## config.mk

```make
export PLATFORM = sky130hd
export DESIGN_NAME = sc_retry_ctrl
export DESIGN_NICKNAME = d
export VERILOG_FILES = /design/src/rtl/sc_pkg.sv /design/src/rtl/sc_sat_counter.sv /design/src/rtl/sc_fsm.sv /design/src/rtl/sc_out_decode.sv /design/src/rtl/sc_retry_ctrl.sv
export SDC_FILE = /design/constraint.sdc
export NUM_CORES = 1
export LEC_CHECK = 0
export CORE_AREA = 2 2 39 41
export DETAILED_ROUTE_END_ITERATION = 10
export DIE_AREA = 0 0 41 43
export GPL_ROUTABILITY_DRIVEN = 0
export SYNTH_ARGS = -nofsm -noshare
export SYNTH_HDL_FRONTEND = slang
export SYNTH_SLANG_ARGS = --single-unit
```

## constraint.sdc

```tcl
create_clock -name clk -period 2 [get_ports clk]
set_input_delay 0.2 -clock clk [delete_from_list [all_inputs] [get_ports clk]]
set_output_delay 0.2 -clock clk [all_outputs]
set_load 0.05 [all_outputs]
```

## src/rtl/sc_pkg.sv

```systemverilog
package sc_pkg;

  typedef enum logic [1:0] {
    ST_IDLE    = 2'd0,
    ST_HOLDOFF = 2'd1,
    ST_RETRY   = 2'd2
  } sc_state_e;

  // True on the last cycle of a window of len cycles counted from zero.
  function automatic bit window_done(int unsigned count, int unsigned len);
    return (count + 1) == len;
  endfunction

  function automatic int unsigned span_of(int unsigned a, int unsigned b);
    return (a > b) ? a : b;
  endfunction

endpackage

```

## src/rtl/sc_sat_counter.sv

```systemverilog
module sc_sat_counter #(
  parameter int W    = 6,
  parameter int MAXV = 32
) (
  input  logic         clk,
  input  logic         rst_n,
  input  logic         clr,
  input  logic         inc,
  output logic [W-1:0] count
);
  localparam logic [W-1:0] MAXC = W'(MAXV);

  always_ff @(posedge clk or negedge rst_n) begin
    if (!rst_n)                    count <= '0;
    else if (clr)                  count <= '0;
    else if (inc && count != MAXC) count <= count + 1'b1;
  end

  // clearing restarts a window from zero
  a_r3_clear_restarts: assert property (@(posedge clk) disable iff (!rst_n)
    clr |=> count == '0);
  // the counter holds at its ceiling instead of wrapping
  a_r3_no_overflow: assert property (@(posedge clk) disable iff (!rst_n)
    (inc && !clr && count == MAXC) |=> count == MAXC);

endmodule

```

## src/rtl/sc_fsm.sv

```systemverilog
module sc_fsm
  import sc_pkg::*;
#(
  parameter int HOLD_CYCLES   = 32,
  parameter int SETTLE_CYCLES = 4
) (
  input  logic      clk,
  input  logic      rst_n,
  input  logic      fault_sense,
  output sc_state_e state,
  output logic      ev_trip,
  output logic      ev_hold_done,
  output logic      ev_refault,
  output logic      ev_settle_done
);
  localparam int SPAN  = int'(span_of(HOLD_CYCLES, SETTLE_CYCLES));
  localparam int CNT_W = $clog2(SPAN) + 1;

  logic [CNT_W-1:0] cnt;
  logic             cnt_clr;
  sc_state_e        nxt;

  always_comb begin
    ev_trip        = (state == ST_IDLE) && fault_sense;
    ev_hold_done   = (state == ST_HOLDOFF) && window_done(32'(cnt), HOLD_CYCLES);
    ev_refault     = (state == ST_RETRY) && fault_sense;
    ev_settle_done = (state == ST_RETRY) && !fault_sense &&
                     window_done(32'(cnt), SETTLE_CYCLES);
  end

  always_comb begin
    nxt = state;
    unique case (state)
      ST_IDLE:    if (ev_trip)             nxt = ST_HOLDOFF;
      ST_HOLDOFF: if (ev_hold_done)        nxt = ST_RETRY;
      ST_RETRY: begin
        if (ev_refault)                    nxt = ST_HOLDOFF;
        else if (ev_settle_done)           nxt = ST_IDLE;
      end
      default:                             nxt = ST_IDLE;
    endcase
  end

  assign cnt_clr = (nxt != state) || (state == ST_IDLE);

  always_ff @(posedge clk or negedge rst_n) begin
    if (!rst_n) state <= ST_IDLE;
    else        state <= nxt;
  end

  sc_sat_counter #(.W(CNT_W), .MAXV(SPAN)) u_cnt (
    .clk   (clk),
    .rst_n (rst_n),
    .clr   (cnt_clr),
    .inc   (1'b1),
    .count (cnt)
  );

  // a sensed fault while running always starts a hold-off
  a_r2_trip: assert property (@(posedge clk) disable iff (!rst_n)
    ev_trip |=> state == ST_HOLDOFF);
  // hold-off is not left before its window completes, whatever the input
  a_r3_hold_full: assert property (@(posedge clk) disable iff (!rst_n)
    (state == ST_HOLDOFF && !ev_hold_done) |=> state == ST_HOLDOFF);
  // the end of hold-off opens a fresh trial window
  a_r4_enter_retry: assert property (@(posedge clk) disable iff (!rst_n)
    ev_hold_done |=> (state == ST_RETRY && cnt == '0));
  // a fault seen during the trial goes back to hold-off
  a_r5_refault: assert property (@(posedge clk) disable iff (!rst_n)
    ev_refault |=> (state == ST_HOLDOFF && cnt == '0));
  // a clean trial returns to normal operation
  a_r6_clear: assert property (@(posedge clk) disable iff (!rst_n)
    ev_settle_done |=> state == ST_IDLE);

endmodule

```

## src/rtl/sc_out_decode.sv

```systemverilog
module sc_out_decode
  import sc_pkg::*;
(
  input  sc_state_e state,
  output logic      drv_en,
  output logic      fault_flag
);
  always_comb begin
    drv_en     = (state != ST_HOLDOFF);
    fault_flag = (state != ST_IDLE);
  end
endmodule

```

## src/rtl/sc_retry_ctrl.sv

```systemverilog
module sc_retry_ctrl #(
  parameter int HOLD_CYCLES   = 32,
  parameter int SETTLE_CYCLES = 4
) (
  input  logic clk,
  input  logic rst_n,
  input  logic fault_sense,
  output logic drv_en,
  output logic fault_flag
);
  sc_pkg::sc_state_e state;
  logic ev_trip, ev_hold_done, ev_refault, ev_settle_done;

  sc_fsm #(.HOLD_CYCLES(HOLD_CYCLES), .SETTLE_CYCLES(SETTLE_CYCLES)) u_fsm (
    .clk            (clk),
    .rst_n          (rst_n),
    .fault_sense    (fault_sense),
    .state          (state),
    .ev_trip        (ev_trip),
    .ev_hold_done   (ev_hold_done),
    .ev_refault     (ev_refault),
    .ev_settle_done (ev_settle_done)
  );

  sc_out_decode u_dec (
    .state      (state),
    .drv_en     (drv_en),
    .fault_flag (fault_flag)
  );

  // leaving reset, the driver runs and no alarm is shown
  a_r1_reset_state: assert property (@(posedge clk) disable iff (!rst_n)
    $rose(rst_n) |-> (drv_en && !fault_flag));
  // the driver is never off without the alarm
  a_r7_off_flagged: assert property (@(posedge clk) disable iff (!rst_n)
    !drv_en |-> fault_flag);
  // the alarm only falls at the end of a clean trial
  a_r5_no_drop: assert property (@(posedge clk) disable iff (!rst_n)
    $fell(fault_flag) |-> $past(ev_settle_done));
  // a trip turns the driver off at once
  a_r2_driver_off: assert property (@(posedge clk) disable iff (!rst_n)
    ev_trip |=> !drv_en);

endmodule

```

==> results.toml <==
[yosys]
synth-seq-cells = 8
synthCells = 50
yosysWarnings = 0
synth_cell_types = 29
async_reset_ff_share_pct = 100.0
synth_nets = 56
synthesis.area_um2 = 565.5
ys_seq_area_share_pct = 35.40
synth_edf_count = 0
avgSynthCellArea_um2 = 11.31
synth_flop_cell = "dfrtp_1"

[layout]
finalNetCount = 65
final_cell_mix = "dfrtp_1 (8), inv_1 (5), a21oi_1 (4), clkdlybuf4s50_1 (4)"
postLayoutCellArea_um2 = 660.6
area_growth_pct = 16.81
diodes = 0
final_common_cell = "dfrtp_1"
final.fill_count = 137
drive_above_1_share_pct = 22.81

[floorplan]
core.rowCount = 14
die_y_um = 43
die_x_um = 41
initial_core_util_pct = 40.87
boundaryPins = 5
dieArea_um2 = 1763
core_um2 = 1384

[drt]
drc = 0
drtIter0Drc = 2
vias_per_cell = 5.370
wl_um = 1086
drtAntennaViolNets = 0
first_pass_iters = 3
vias = 392
wl_per_cell_um = 14.88

[sta]
skew_ns = 0.004523
hold_viol = 0
fmax_mhz = 523.8
max_slew_margin_pct = 66.85
fin_crit_ns = 1.909
slew_viol_final = 0
holdWs_ns = 0.2259
tightestPinTransition_ns = 0.4956
rsz0062_at_grt = "false"
finalSetupViolCount = 0
fin_setup_tns_ns = 0
setup_ws_ns = 0.09084
period_share_pct = 95.46

[grt]
antenna_found_initial = 0
grt_pass1_vias = 400
grt_pass1_wl_um = 1911
grt_overflow_total = 0
grt_max_degree = 9
grt_usage_pct = 16.90

[clock_tree]
cts_max_level = 1
cts_buffers = 3
tritoncts = "built"
postCtsResizedCells = 0
cts_root_buffer = "clkbuf_4"
hold_buffers = 0
clock_latency_ns = 0.25
clk_path_buf_depth = 2
clk_pin_slew_ns = 0.05
cts_setup_buffers = 0
clock_sinks = 8

[setup_path]
critPathLaunchType = "flop"
regToRegStartpoint = "u_fsm.u_cnt.count[0]$_DFFE_PN0P_"
crit_start = "u_fsm.state[0]$_DFF_PN0_"
worstPathArrival_ns = 1.71
end_kind = "output port"
cp_max_fo = 6
crit_required_ns = 1.80
crit_type = "reg2out"

[place]
dp_hpwl_um = 878.3
port_buffers = 4
pre_cts_ws_ns = 0.06934
place_area_um2 = 625.6

[power_and_ir_drop]
peakVddDrop_mv = 0.5820
leakagePower_nw = 0.2701
power_density_nw_per_um2 = 1486

[flow_run]
maxCapViolCount = 0

[status]
status = "completed"

[worst_hold_path]
min_path_type = "in2async"
==> area by class of cell <==
cell class	count	area (um^2)	area share [%]
Timing Repair Buffer	5	47.55	7.197
Multi-Input combinational cell	36	351.6	53.22
Tap cell	16	20.02	3.030
Sequential cell	8	200.2	30.30
Clock buffer	3	22.52	3.409
Inverter	5	18.77	2.841
==> critical path: stages, from the launching register on <==
cell and delay [ns]:
dfrtp_1 0.45, nand2_1 0.18, clkdlybuf4s50_1 0.83
==> registers in the layout, summed over array words and instances (netlist names) <==
name / cells
u_fsm.u_cnt.count: 6
u_fsm.state: 2
==> cell usage after synthesis, types with 2 or more instances <==
cell type	count	share of area, %
a21oi_1	4	3.5
dfrtp_1	8	35
ha_1	3	6.6
inv_1	5	3.3
nand2_1	2	1.3
nand2b_1	2	2.2
nand3_1	2	1.8
xnor2_1	2	3.1
xor2_1	2	3.1
==> worst paths after layout <==
kind                       slack [ns]                                to  cells past startpoint
hold reg to reg                  0.63          u_fsm.state[0]$_DFF_PN0_                      1
setup / recovery                 0.09                            drv_en                      2
hold / removal                   0.23          u_fsm.state[1]$_DFF_PN0_                      1
setup reg to reg                 0.16  u_fsm.u_cnt.count[0]$_DFFE_PN0P_                      5
max in group asynchronous        1.51  u_fsm.u_cnt.count[0]$_DFFE_PN0P_                      1
min in group clk                 0.60          u_fsm.state[0]$_DFF_PN0_                      3
==> layer usage <==
metal | global-route usage, % | vias to the layer above | share of wire (%)
li1 | - | 198 | -
met1 | 23.23 | 193 | 45
met2 | 24.69 | 1 | 54
met3 | 3.141 | 0 | 0.83
met4 | 8.000 | 0 | 0
met5 | 0 | - | 0
==> cell families (layout without fill, tap and decap cells) <==
kind of cell | Yosys count | in the layout | synth area share [%]
fa+ha+maj | 3 | 3 | 6.638
mux | 1 | 1 | 1.770
flops | 8 | 8 | 35.40
simple gates | 14 | 14 | 14.60
compound gates | 13 | 13 | 27.88
xor+xnor | 5 | 5 | 9.073
buf+inv | 6 | 13 | 4.647
==> report_power, final <==
group	total, W	internal [W]	switching, W
Sequential	0.000340	0.000229	0.000111
Clock	0.000119	0.0000684	0.0000503
Combinational	0.000523	0.000217	0.000306
Total	0.000982	0.000514	0.000468
==> per-stage QoR <==
stage | power [W] | utilization [%] | instances
5_1_grt | 0.001065 | 47.74 | 73
3_3_place_gp | 0.0008444 | 45.21 | 70
3_5_place_dp | 0.0008493 | 45.21 | 70
2_1_floorplan | 0.0007288 | - | 50
4_1_cts | 0.0009774 | 46.84 | 73
6_report | 0.0009820 | 47.74 | 73
(Power assumes the default switching activity.)
